## config.mk

```make
export PLATFORM = sky130hd
export DESIGN_NAME = pattern_chan
export DESIGN_NICKNAME = d
export VERILOG_FILES = /design/src/rtl/pattern_chan_pkg.sv /design/src/rtl/pattern_chan_cfg.sv /design/src/rtl/pattern_chan_div.sv /design/src/rtl/pattern_chan_seq.sv /design/src/rtl/pattern_chan.sv
export SDC_FILE = /design/constraint.sdc
export NUM_CORES = 1
export LEC_CHECK = 0
export BUFFER_PORTS_ARGS = -buffer_cell sky130_fd_sc_hd__buf_2
export CORE_MARGIN = 2
export CORE_UTILIZATION = 30
export CTS_BUF_LIST = sky130_fd_sc_hd__clkbuf_16
export DETAILED_ROUTE_END_ITERATION = 6
export HOLD_SLACK_MARGIN = 0.03
export PLACE_DENSITY = 0.58
export SETUP_SLACK_MARGIN = 0.02
export SLEW_MARGIN = 20
export SYNTH_ARGS = -nofsm -noshare
export SYNTH_HDL_FRONTEND = slang
export SYNTH_SLANG_ARGS = --single-unit
```

## constraint.sdc

```tcl
create_clock -name clk -period 2.22 [get_ports clk]
set_clock_uncertainty 0.05 [all_clocks]
set_input_delay 0.111 -clock clk [delete_from_list [all_inputs] [get_ports clk]]
set_output_delay 0.111 -clock clk [all_outputs]
set_load 0.05 [all_outputs]
```

## src/rtl/pattern_chan_pkg.sv

```systemverilog
package pattern_chan_pkg;

  typedef enum logic [1:0] {
    PC_IDLE = 2'd0,
    PC_RUN  = 2'd1,
    PC_HOLD = 2'd2
  } pc_state_e;

  // A clock inversion is a change edge when the new clock level equals the polarity.
  function automatic logic pc_is_change(input logic new_clk, input logic pol);
    return new_clk == pol;
  endfunction

endpackage

```

## src/rtl/pattern_chan_cfg.sv

```systemverilog
module pattern_chan_cfg #(
  parameter int DATA_W = 64,
  parameter int LEN_W  = 6,
  parameter int REP_W  = 10,
  parameter int DIV_W  = 32
) (
  input  logic              clk,
  input  logic              rst_n,
  input  logic              enable_i,
  input  logic [DATA_W-1:0] pattern_i,
  input  logic [LEN_W-1:0]  len_m1_i,
  input  logic [REP_W-1:0]  rep_m1_i,
  input  logic [DIV_W-1:0]  prediv_i,
  input  logic              pol_i,
  input  logic              idle_clk_i,
  input  logic              idle_dat_i,
  output logic [DATA_W-1:0] pattern_q,
  output logic [LEN_W-1:0]  len_q,
  output logic [REP_W-1:0]  rep_q,
  output logic [DIV_W-1:0]  div_q,
  output logic              pol_q,
  output logic              idle_clk_q,
  output logic              idle_dat_q
);

  // Shadow copy follows the pins while disabled and is frozen while enabled.
  always_ff @(posedge clk or negedge rst_n) begin
    if (!rst_n) begin
      pattern_q  <= '0;
      len_q      <= '0;
      rep_q      <= '0;
      div_q      <= '0;
      pol_q      <= 1'b0;
      idle_clk_q <= 1'b0;
      idle_dat_q <= 1'b0;
    end else if (!enable_i) begin
      pattern_q  <= pattern_i;
      len_q      <= len_m1_i;
      rep_q      <= rep_m1_i;
      div_q      <= prediv_i;
      pol_q      <= pol_i;
      idle_clk_q <= idle_clk_i;
      idle_dat_q <= idle_dat_i;
    end
  end

endmodule

```

## src/rtl/pattern_chan_div.sv

```systemverilog
module pattern_chan_div #(
  parameter int DIV_W = 32
) (
  input  logic             clk,
  input  logic             rst_n,
  input  logic             run_i,
  input  logic [DIV_W-1:0] div_i,
  output logic             tick_o,
  output logic [DIV_W-1:0] cnt_o
);

  logic [DIV_W-1:0] cnt_q;
  logic             at_term;

  assign at_term = (cnt_q == div_i);
  assign tick_o  = run_i && at_term;
  assign cnt_o   = cnt_q;

  always_ff @(posedge clk or negedge rst_n) begin
    if (!rst_n) begin
      cnt_q <= '0;
    end else if (!run_i || at_term) begin
      cnt_q <= '0;
    end else begin
      cnt_q <= cnt_q + 1'b1;
    end
  end

endmodule

```

## src/rtl/pattern_chan_seq.sv

```systemverilog
module pattern_chan_seq #(
  parameter int DATA_W = 64,
  parameter int LEN_W  = 6,
  parameter int REP_W  = 10
) (
  input  logic              clk,
  input  logic              rst_n,
  input  logic              load_i,
  input  logic              advance_i,
  input  logic [DATA_W-1:0] pattern_i,
  input  logic [LEN_W-1:0]  len_i,
  input  logic [REP_W-1:0]  rep_i,
  output logic              first_bit_o,
  output logic              next_bit_o,
  output logic              last_o
);

  logic [LEN_W-1:0] idx_q;
  logic [REP_W-1:0] rep_q;
  logic             wrap;
  logic [LEN_W-1:0] idx_nxt;

  assign wrap        = (idx_q == len_i);
  assign idx_nxt     = wrap ? '0 : LEN_W'(idx_q + 1'b1);
  assign next_bit_o  = pattern_i[idx_nxt];
  assign first_bit_o = pattern_i[0];
  assign last_o      = wrap && (rep_q == rep_i);

  always_ff @(posedge clk or negedge rst_n) begin
    if (!rst_n) begin
      idx_q <= '0;
      rep_q <= '0;
    end else if (load_i) begin
      idx_q <= '0;
      rep_q <= '0;
    end else if (advance_i) begin
      idx_q <= idx_nxt;
      if (wrap) begin
        rep_q <= REP_W'(rep_q + 1'b1);
      end
    end
  end

endmodule

```

## src/rtl/pattern_chan.sv

```systemverilog
module pattern_chan
  import pattern_chan_pkg::*;
#(
  parameter int  DATA_W = 64,
  parameter int  REP_W  = 10,
  parameter int  DIV_W  = 32,
  localparam int LEN_W  = $clog2(DATA_W)
) (
  input  logic              clk,
  input  logic              rst_n,
  input  logic              enable_i,
  input  logic [DATA_W-1:0] pattern_i,
  input  logic [LEN_W-1:0]  len_m1_i,
  input  logic [REP_W-1:0]  rep_m1_i,
  input  logic [DIV_W-1:0]  prediv_i,
  input  logic              pol_i,
  input  logic              idle_clk_i,
  input  logic              idle_dat_i,
  output logic              pcl_o,
  output logic              pda_o,
  output logic              done_o
);

  logic [DATA_W-1:0] cfg_pattern;
  logic [LEN_W-1:0]  cfg_len;
  logic [REP_W-1:0]  cfg_rep;
  logic [DIV_W-1:0]  cfg_div;
  logic              cfg_pol;
  logic              cfg_idle_clk;
  logic              cfg_idle_dat;

  pc_state_e         state_q;
  logic              pcl_q;
  logic              pda_q;
  logic              done_q;
  logic              sampled_q;

  logic              run_w;
  logic              tick;
  logic [DIV_W-1:0]  div_cnt;
  logic              change_edge;
  logic              load;
  logic              advance;
  logic              finish;
  logic              first_bit;
  logic              next_bit;
  logic              last_bit;

  pattern_chan_cfg #(
    .DATA_W(DATA_W), .LEN_W(LEN_W), .REP_W(REP_W), .DIV_W(DIV_W)
  ) u_cfg (
    .clk        (clk),
    .rst_n      (rst_n),
    .enable_i   (enable_i),
    .pattern_i  (pattern_i),
    .len_m1_i   (len_m1_i),
    .rep_m1_i   (rep_m1_i),
    .prediv_i   (prediv_i),
    .pol_i      (pol_i),
    .idle_clk_i (idle_clk_i),
    .idle_dat_i (idle_dat_i),
    .pattern_q  (cfg_pattern),
    .len_q      (cfg_len),
    .rep_q      (cfg_rep),
    .div_q      (cfg_div),
    .pol_q      (cfg_pol),
    .idle_clk_q (cfg_idle_clk),
    .idle_dat_q (cfg_idle_dat)
  );

  assign run_w = (state_q == PC_RUN);

  pattern_chan_div #(.DIV_W(DIV_W)) u_div (
    .clk    (clk),
    .rst_n  (rst_n),
    .run_i  (run_w && enable_i),
    .div_i  (cfg_div),
    .tick_o (tick),
    .cnt_o  (div_cnt)
  );

  assign change_edge = pc_is_change(~pcl_q, cfg_pol);
  assign load        = (state_q == PC_IDLE) && enable_i;
  assign finish      = tick && change_edge && sampled_q && last_bit;
  assign advance     = tick && change_edge && sampled_q && !last_bit;

  pattern_chan_seq #(
    .DATA_W(DATA_W), .LEN_W(LEN_W), .REP_W(REP_W)
  ) u_seq (
    .clk         (clk),
    .rst_n       (rst_n),
    .load_i      (load),
    .advance_i   (advance),
    .pattern_i   (cfg_pattern),
    .len_i       (cfg_len),
    .rep_i       (cfg_rep),
    .first_bit_o (first_bit),
    .next_bit_o  (next_bit),
    .last_o      (last_bit)
  );

  always_ff @(posedge clk or negedge rst_n) begin
    if (!rst_n) begin
      state_q   <= PC_IDLE;
      pcl_q     <= 1'b0;
      pda_q     <= 1'b0;
      done_q    <= 1'b0;
      sampled_q <= 1'b0;
    end else begin
      done_q <= 1'b0;
      unique case (state_q)
        PC_IDLE: begin
          pcl_q     <= cfg_idle_clk;
          pda_q     <= cfg_idle_dat;
          sampled_q <= 1'b0;
          if (enable_i) begin
            state_q <= PC_RUN;
            pda_q   <= first_bit;
          end
        end
        PC_RUN: begin
          if (!enable_i) begin
            state_q <= PC_IDLE;
            pcl_q   <= cfg_idle_clk;
            pda_q   <= cfg_idle_dat;
          end else if (finish) begin
            state_q <= PC_HOLD;
            pcl_q   <= cfg_idle_clk;
            pda_q   <= cfg_idle_dat;
            done_q  <= 1'b1;
          end else if (tick) begin
            pcl_q <= ~pcl_q;
            if (!change_edge) begin
              sampled_q <= 1'b1;
            end else if (sampled_q) begin
              pda_q     <= next_bit;
              sampled_q <= 1'b0;
            end
          end
        end
        PC_HOLD: begin
          pcl_q <= cfg_idle_clk;
          pda_q <= cfg_idle_dat;
          if (!enable_i) begin
            state_q <= PC_IDLE;
          end
        end
        default: begin
          state_q <= PC_IDLE;
        end
      endcase
    end
  end

  assign pcl_o  = pcl_q;
  assign pda_o  = pda_q;
  assign done_o = done_q;

endmodule

```

==> out/qor.log, run 1 <==
INFO  run_status     outcome=complete, but fails checks
INFO  run_status     violations=setup timing
INFO  critical_path  crit_top_cell=sky130_fd_sc_hd__o21ai_1
INFO  detailed_routing post_drt_wl_per_cell=15.8microns
INFO  critical_path  crit_start=u_seq.idx_q[0]
INFO  timing         finalSetupViolations=19
INFO  power_and_ir_drop power_density=674nW/um^2
INFO  grt            first_global_vias=6628
INFO  critical_path  setup_crit_start_kind=register
INFO  grt            grt_use_total=15.5%
INFO  final_layout   instances_no_fill=1375
INFO  critical_path  critical_path_arrival=2.68ns
INFO  worst_hold_path min_path_cells=3
INFO  final_layout   layout-drive-gt1-share=41.5%
INFO  final_layout   layout_net_count=1144
INFO  detailed_routing route.antenna.remaining_nets=0
INFO  final_layout   mostFrequentLayoutCell=sky130_fd_sc_hd__dfrtp_1
INFO  logic_synthesis synth_flop_cell=sky130_fd_sc_hd__dfrtp_1
INFO  logic_synthesis postSynthNetCount=806
INFO  power_and_ir_drop power_leakage=5.31nW
INFO  die            core_area=26900squm
INFO  die            io-pin-count=121
INFO  worst_hold_path min_path_type=in -> reg
INFO  detailed_routing vias_per_cell=4.54
INFO  die            die-area=28700squm
INFO  logic_synthesis yosys.cell_types.count=55
INFO  cts            clock_sinks=169
INFO  grt            grt_first_pass_wirelength=35000microns
INFO  logic_synthesis syn-cell-area=8190squm
INFO  cts            clock_tree.htree_level_count=4
INFO  logic_synthesis synth.yosys.seq_area_share=51.6%
INFO  detailed_routing detailedRoute.firstIterationViolations=245
INFO  timing         fmax=0.421GHz
INFO  final_layout   mostFrequentLayoutCells=168 x sky130_fd_sc_hd__dfrtp_1, 118 x sky130_fd_sc_hd__buf_2, 116 x sky130_fd_sc_hd__dlygate4sd3_1
INFO  cts            worst_setup_hold_path_clk_slew=0.07ns
INFO  die            die_height=169microns
INFO  die            initial_standard_cell_utilization_of_the_core=30.5%
INFO  timing         slew-limit-headroom=56.3%
INFO  logic_synthesis yosys_register_bits=169
INFO  timing         grt_setup_unrepaired=yes
INFO  timing         worstMarginPinSlew=0.655ns
INFO  detailed_routing postRouteWirelength=21700microns
INFO  cts            ctsRootBufferMaster=sky130_fd_sc_hd__clkbuf_16
INFO  flow_run       drv_cap=0
INFO  timing         timing.final.crit_period=2.38ns
INFO  critical_path  crit_type=reg -> reg
INFO  timing         final_max_slew_viol_count=0
INFO  logic_synthesis synth_enable_flop_cells=0
INFO  final_layout   area_delta_synth_final=47.4%
INFO  critical_path  cp_data_required_time=2.52ns
INFO  critical_path  r2r_slack=-0.16ns
INFO  logic_synthesis avgSynthCellArea=12.0squm
INFO  critical_path  worstSetupEndpointType=register
INFO  critical_path  worstPathMaxFanout=4
INFO  detailed_routing drcViolationCount=0
INFO  critical_path  critical-path-slowest-cell=sky130_fd_sc_hd__or4_4
INFO  placed_design  gpl.final_weighted_congestion=0.811
INFO  die            num_rows=60
INFO  cts            tritoncts=done
INFO  detailed_routing route.vias.total=6238
INFO  worst_hold_path min_delay_worst_endpoint=state_q[0]
INFO  grt            initial_antenna_violation_count=2
INFO  cts            clock_tree.buffer_depth=2
INFO  placed_design  dpl.cell_count=1217
INFO  critical_path  timing.rr.start=u_seq.idx_q[0]
INFO  timing         min_period_over_period=107%
INFO  grt            grt_overflow=0
INFO  placed_design  place.port_buffers=120
INFO  logic_synthesis asyncSetResetFlopFracSynth=100%
INFO  logic_synthesis ys_warn_count=0
INFO  cts            worstSkewPairLatency=0.43ns
INFO  timing         fin_ws=-0.157ns
INFO  critical_path  critical_path.cell_chain=xor2_1 -> or4_4 -> nor2_4 -> buf_4 -> o21ai_1 -> a31oi_1 -> o41ai_2 -> o211a_1 -> o21ai_1
INFO  timing         final_hold_vio_count=0
INFO  power_and_ir_drop peakVddDrop=0.000548V
INFO  placed_design  dp_hpwl=14700microns
INFO  cts            cts_buffers=17
INFO  worst_hold_path holdCritStartpoint=enable_i
INFO  logic_synthesis post_synth_inst_count=681
INFO  die            die_w=169microns
INFO  critical_path  r2r.worst_path.cells=9
INFO  detailed_routing drt_first_pass_iters=4
INFO  critical_path  cpPeakStageDelay=0.58ns
INFO  grt            grt_max_degree=122
INFO  timing         fin_tns_setup=-1.24ns
INFO  critical_path  critical_path.reg2reg.endpoint=pda_o
[routing by layer]
metal / track usage [%] / vias up / share of wire, %
met3: 2.92 / 15 / 3.0
met4: 4.46 / 0 / 1.3
met5: 0 / - / 0
met2: 25.6 / 118 / 49
met1: 20.8 / 3011 / 47
li1: - / 3094 / -
[layout make-up]
type	count	area (sq um)
Timing Repair Buffer	348	2720
Fill cell	2483	14800
Tap cell	341	427
Clock buffer	17	425
Sequential cell	169	4230
Inverter	11	41.3
Multi-Input combinational cell	472	4000
Clock inverter	15	230
Antenna cell	2	5.00
[through the flow]
step	hold slack, ns	setup slack (ns)	instance area [sq um]	total power, W	utilization, %
after floorplan	-0.235	0.0110	8220	0.00421	-
after global placement	0.0123	-0.330	9970	0.00472	37.1
after detailed placement	0.0161	-0.320	9970	0.00475	37.1
after CTS	0.0608	-0.146	12000	0.00821	44.5
after global routing	0.0916	-0.267	12100	0.00850	44.9
final	0.0790	-0.157	12100	0.00814	44.9
[worst max path at each step]
stage | endpoint | slack [ns]
CTS | pcl_o | -0.15
detailed placement | pda_o | -0.32
finish | pda_o | -0.16
global route | pda_o | -0.27
global placement | pda_o | -0.33
floorplan | pda_o | 0.01
[cell families (layout without fill, tap and decap cells)]
logic type	after synthesis	after routing	share of synthesized area [%]
xor+xnor	93	93	10.0
buf+inv	40	391	2.03
fa+ha+maj	7	7	1.07
simple gates	175	175	11.1
mux	136	136	19.6
compound gates	61	61	4.60
other cells	0	2	0
flops	169	169	51.6
[critical path: cells and delay by family, from the launching register on]
| kind | cells | cell delay (ns) |
|---|---|---|
| AO/OA/AOI/OAI | 5 | 0.74 |
| XOR/XNOR | 1 | 0.17 |
| buffers and inverters | 1 | 0.15 |
| flip-flops | 1 | 0.46 |
| AND/OR/NAND/NOR | 2 | 0.74 |
[synth_stat cells (11+ instances only)]
cell                         n  area [sq um]
sky130_fd_sc_hd__nor2_1     55           206
sky130_fd_sc_hd__clkbuf_1   23          86.3
sky130_fd_sc_hd__nand2_1    35           131
sky130_fd_sc_hd__xnor2_1    56           490
sky130_fd_sc_hd__mux2i_1    13           130
sky130_fd_sc_hd__and3_1     11          68.8
sky130_fd_sc_hd__dfrtp_1   169          4230
sky130_fd_sc_hd__mux2_2    115          1290
sky130_fd_sc_hd__a21oi_1    19          95.1
sky130_fd_sc_hd__nand4_1    20           125
sky130_fd_sc_hd__xor2_1     36           315
sky130_fd_sc_hd__nand3_1    22           110
sky130_fd_sc_hd__o21ai_0    11          55.1
[report_power, final]
part           switching (W)  total [W]  internal (W)
clock                0.00143    0.00327       0.00185
sequential          0.000166    0.00349       0.00332
combinational       0.000661    0.00137      0.000713
[state kept, by name (all words and copies together) (netlist names)]
register          count
state_q               2
pda_o                 1
u_cfg.rep_q          10
u_seq.idx_q           6
u_seq.rep_q          10
u_cfg.pol_q           1
pcl_o                 1
u_cfg.div_q          32
u_cfg.len_q           6
u_cfg.idle_dat_q      1
u_div.cnt_o          32
u_cfg.pattern_q      64
u_cfg.idle_clk_q      1
sampled_q             1
done_o                1
[what timing repair did]
action                     CTS  global route
hold endpoints to repair   244             0
gates cloned                 0             0
pin swaps                   22            20
hold buffers               116             0
resized for setup           27            19
buffers inserted             7             2
setup endpoints to repair   22            29
(Power assumes the default switching activity.)
==> inputs of run 2 (changes only) <==
--- a/config.mk
+++ b/config.mk
@@ -12,8 +12,8 @@
 export DETAILED_ROUTE_END_ITERATION = 6
 export HOLD_SLACK_MARGIN = 0.03
 export PLACE_DENSITY = 0.58
+export REMOVE_ABC_BUFFERS = 1
 export SETUP_SLACK_MARGIN = 0.02
-export SLEW_MARGIN = 20
 export SYNTH_ARGS = -nofsm -noshare
 export SYNTH_HDL_FRONTEND = slang
 export SYNTH_SLANG_ARGS = --single-unit
==> run 2 against run 1 <==
  * The run still ends with setup timing left
  * Final area fell by 2.1%
  * Via count fell by 1.6%
  * Sequential share of layout area rose by 0.74 points
  * Clock power fell by 11%
  * Core utilization fell by 0.95 points
  * Sequential power barely moved
  * Worst hold slack improved by 0.015 ns
  * Global-route usage fell by 0.82 points
  * Routed wire length fell by 5.5%
  * Die area did not move
  * Flip-flop and latch count did not move
  * Maximum frequency rose by 1.7%
==> out/qor.log, run 2 (same netlist as run 1, synthesis figures left out) <==
INFO  cts            clock_tree.htree_level_count=4 [unchanged]
INFO  critical_path  r2r.worst_path.cells=8 [-1]
INFO  cts            tritoncts=done
INFO  power_and_ir_drop power_leakage=5.16nW [-2.9%]
INFO  final_layout   stdcell_area=11800squm [-2.1%]
INFO  detailed_routing detailedRoute.firstIterationViolations=273 [+11%]
INFO  critical_path  r2r_slack=-0.12ns [+0.04 ns]
INFO  placed_design  dp_hpwl=13800microns [-5.7%]
INFO  timing         timing.final.crit_period=2.34ns [-0.0404 ns]
INFO  final_layout   largest-register=u_cfg.pattern_q
INFO  grt            initial_antenna_violation_count=0 [-2]
INFO  flow_run       drv_cap=0 [unchanged]
INFO  grt            grt_use_total=14.7% [-0.82 points]
INFO  timing         finalSetupViolations=15 [-4]
INFO  power_and_ir_drop peakVddDrop=0.000483V [-12%]
INFO  final_layout   layout_net_count=1130 [-1.2%]
INFO  final_layout   area_delta_synth_final=44.3%
INFO  placed_design  dpl.cell_count=1203 [-1.2%]
INFO  grt            grt_first_pass_wirelength=33200microns [-4.9%]
INFO  final_layout   antenna_cells_inserted=0 [-2]
INFO  timing         min_period_over_period=105% [-1.8 points]
INFO  cts            worst_setup_hold_path_clk_slew=0.07ns [about the same]
INFO  detailed_routing drt_first_pass_iters=4 [unchanged]
INFO  timing         grt_setup_unrepaired=yes
INFO  timing         fin_ws=-0.116ns [+0.0404 ns]
INFO  final_layout   final.fill_count=2537 [+2.2%]
INFO  cts            ctsRootBufferMaster=sky130_fd_sc_hd__clkbuf_16
INFO  die            num_rows=60 [unchanged]
INFO  run_status     outcome=complete, but fails checks
INFO  critical_path  cp_data_required_time=2.50ns [-0.02 ns]
INFO  timing         worstMarginPinSlew=0.677ns [+0.0219 ns]
INFO  placed_design  place.port_buffers=120 [unchanged]
INFO  placed_design  gpl.final_weighted_congestion=0.786 [-3.1%]
INFO  cts            worstSkewPairLatency=0.43ns [about the same]
INFO  detailed_routing route.antenna.remaining_nets=0 [unchanged]
INFO  critical_path  crit_type=reg -> reg
INFO  die            core_area=26900squm [unchanged]
INFO  timing         fmax=0.428GHz [+1.7%]
INFO  worst_hold_path min_path_type=in -> reg
INFO  placed_design  total_placed_instance_area=9850squm [-1.2%]
INFO  detailed_routing vias_per_cell=4.52 [-0.48%]
INFO  worst_hold_path holdCritStartpoint=enable_i
INFO  final_layout   layout.core_utilization=44.0% [-0.95 points]
INFO  worst_hold_path min_path_cells=3 [unchanged]
INFO  critical_path  critical_path.reg2reg.endpoint=state_q[1]
INFO  timing         final_max_slew_viol_count=0 [unchanged]
INFO  final_layout   largest_register_ffs=64 [unchanged]
INFO  grt            grt_overflow=0 [unchanged]
INFO  timing         final_hold_vio_count=0 [unchanged]
INFO  detailed_routing post_drt_wl_per_cell=15.1microns [-4.4%]
INFO  cts            clock_tree.buffer_depth=2 [unchanged]
INFO  timing         slew-limit-headroom=54.9% [-1.5 points]
INFO  critical_path  worstSetupEndpointType=register
INFO  die            die_height=169microns [unchanged]
INFO  cts            clock_sinks=169 [unchanged]
INFO  die            die-area=28700squm [unchanged]
INFO  final_layout   mostFrequentLayoutCells=169 x sky130_fd_sc_hd__dfrtp_1, 118 x sky130_fd_sc_hd__buf_2, 116 x sky130_fd_sc_hd__dlygate4sd3_1
INFO  critical_path  timing.rr.start=u_seq.idx_q[1]
INFO  die            die_w=169microns [unchanged]
INFO  final_layout   layout-drive-gt1-share=40.0% [-1.5 points]
INFO  critical_path  worstPathMaxFanout=7 [+3]
INFO  timing         fin_tns_setup=-1.08ns [+0.159 ns]
INFO  detailed_routing postRouteWirelength=20500microns [-5.5%]
INFO  final_layout   mostFrequentLayoutCell=sky130_fd_sc_hd__dfrtp_1
INFO  critical_path  setup_crit_start_kind=register
INFO  cts            cts_buffers=17 [unchanged]
INFO  die            io-pin-count=121 [unchanged]
INFO  detailed_routing route.vias.total=6136 [-1.6%]
INFO  grt            first_global_vias=6456 [-2.6%]
INFO  detailed_routing drcViolationCount=0 [unchanged]
INFO  run_status     violations=setup timing
INFO  grt            grt_max_degree=122 [unchanged]
INFO  worst_hold_path min_delay_worst_endpoint=state_q[0]
INFO  final_layout   instances_no_fill=1359 [-1.2%]
INFO  power_and_ir_drop design_power=0.00770W [-5.4%]
INFO  power_and_ir_drop power_density=652nW/um^2 [-3.3%]
INFO  die            initial_standard_cell_utilization_of_the_core=30.5% [unchanged]
INFO  critical_path  critical_path_arrival=2.62ns [-0.06 ns]
-- run 2: changes by cell type in the layout (fill, tap and decap cells not counted), sizes merged --
cell / change
buf: -14
bufinv: -3
clkinvlp: +1
diode: -2
inv: +2
-- run 2: repair_timing --
item / in CTS / in global routing
setup endpoints to repair: 20 / 27
hold buffers: 116 / 0
resized for setup: 16 / 17
hold endpoints to repair: 284 / 0
pin swaps: 12 / 16
setup buffers: 6 / 3
-- run 2: report_power, final --
| group | internal, W | switching (W) | leakage [nW] | total, W |
|---|---|---|---|---|
| logic | 0.000674 | 0.000615 | 2.78 | 0.00129 |
| registers | 0.00332 | 0.000172 | 2.09 | 0.00350 |
| clock network | 0.00151 | 0.00141 | 0.285 | 0.00292 |
-- run 2: final cells by class --
class	count	area [sq um]	share of cell area, %
sequential	169	4230	35.8
inverter	11	43.8	0.370
clock buffer	17	425	3.60
multi-input combinational	472	3950	33.4
timing repair buffer	334	2590	21.9
tap	341	427	3.61
clock inverter	15	156	1.32
-- run 2: critical path, cell delays in order (launching register included) --
cell	delay, ns
sky130_fd_sc_hd__dfrtp_1	0.43
sky130_fd_sc_hd__xor2_1	0.18
sky130_fd_sc_hd__or4_4	0.57
sky130_fd_sc_hd__nor2_4	0.20
sky130_fd_sc_hd__nand2_1	0.14
sky130_fd_sc_hd__buf_4	0.16
sky130_fd_sc_hd__o41ai_1	0.33
sky130_fd_sc_hd__nand2_1	0.09
sky130_fd_sc_hd__o31ai_1	0.09
-- run 2: worst max path at each step --
stage | start | to | depth (start not counted)
4_1_cts | u_div.cnt_o[14] | pda_o | 11
3_5_place_dp | u_div.cnt_o[30] | u_seq.rep_q[7] | 8
2_1_floorplan | u_seq.idx_q[0] | pda_o | 8
6_report | u_seq.idx_q[1] | state_q[1] | 8
5_1_grt | u_seq.idx_q[1] | pda_o | 9
3_3_place_gp | u_div.cnt_o[3] | u_seq.rep_q[7] | 8
-- run 2: per-layer routing --
metal	vias to the layer above	track usage, %	routed length (microns)
met5	-	0	0
met2	100	24.1	9840
met1	2968	19.9	9850
met4	0	4.46	250
li1	3051	-	-
met3	17	2.52	561
-- run 2: through the flow --
| stage | hold slack (ns) | setup slack, ns |
|---|---|---|
| floorplan | -0.235 | -0.933 |
| global placement | 0.0270 | -0.200 |
| detailed placement | 0.0278 | -0.224 |
| CTS | 0.0920 | -0.107 |
| global route | 0.129 | -0.262 |
| finish | 0.0944 | -0.116 |
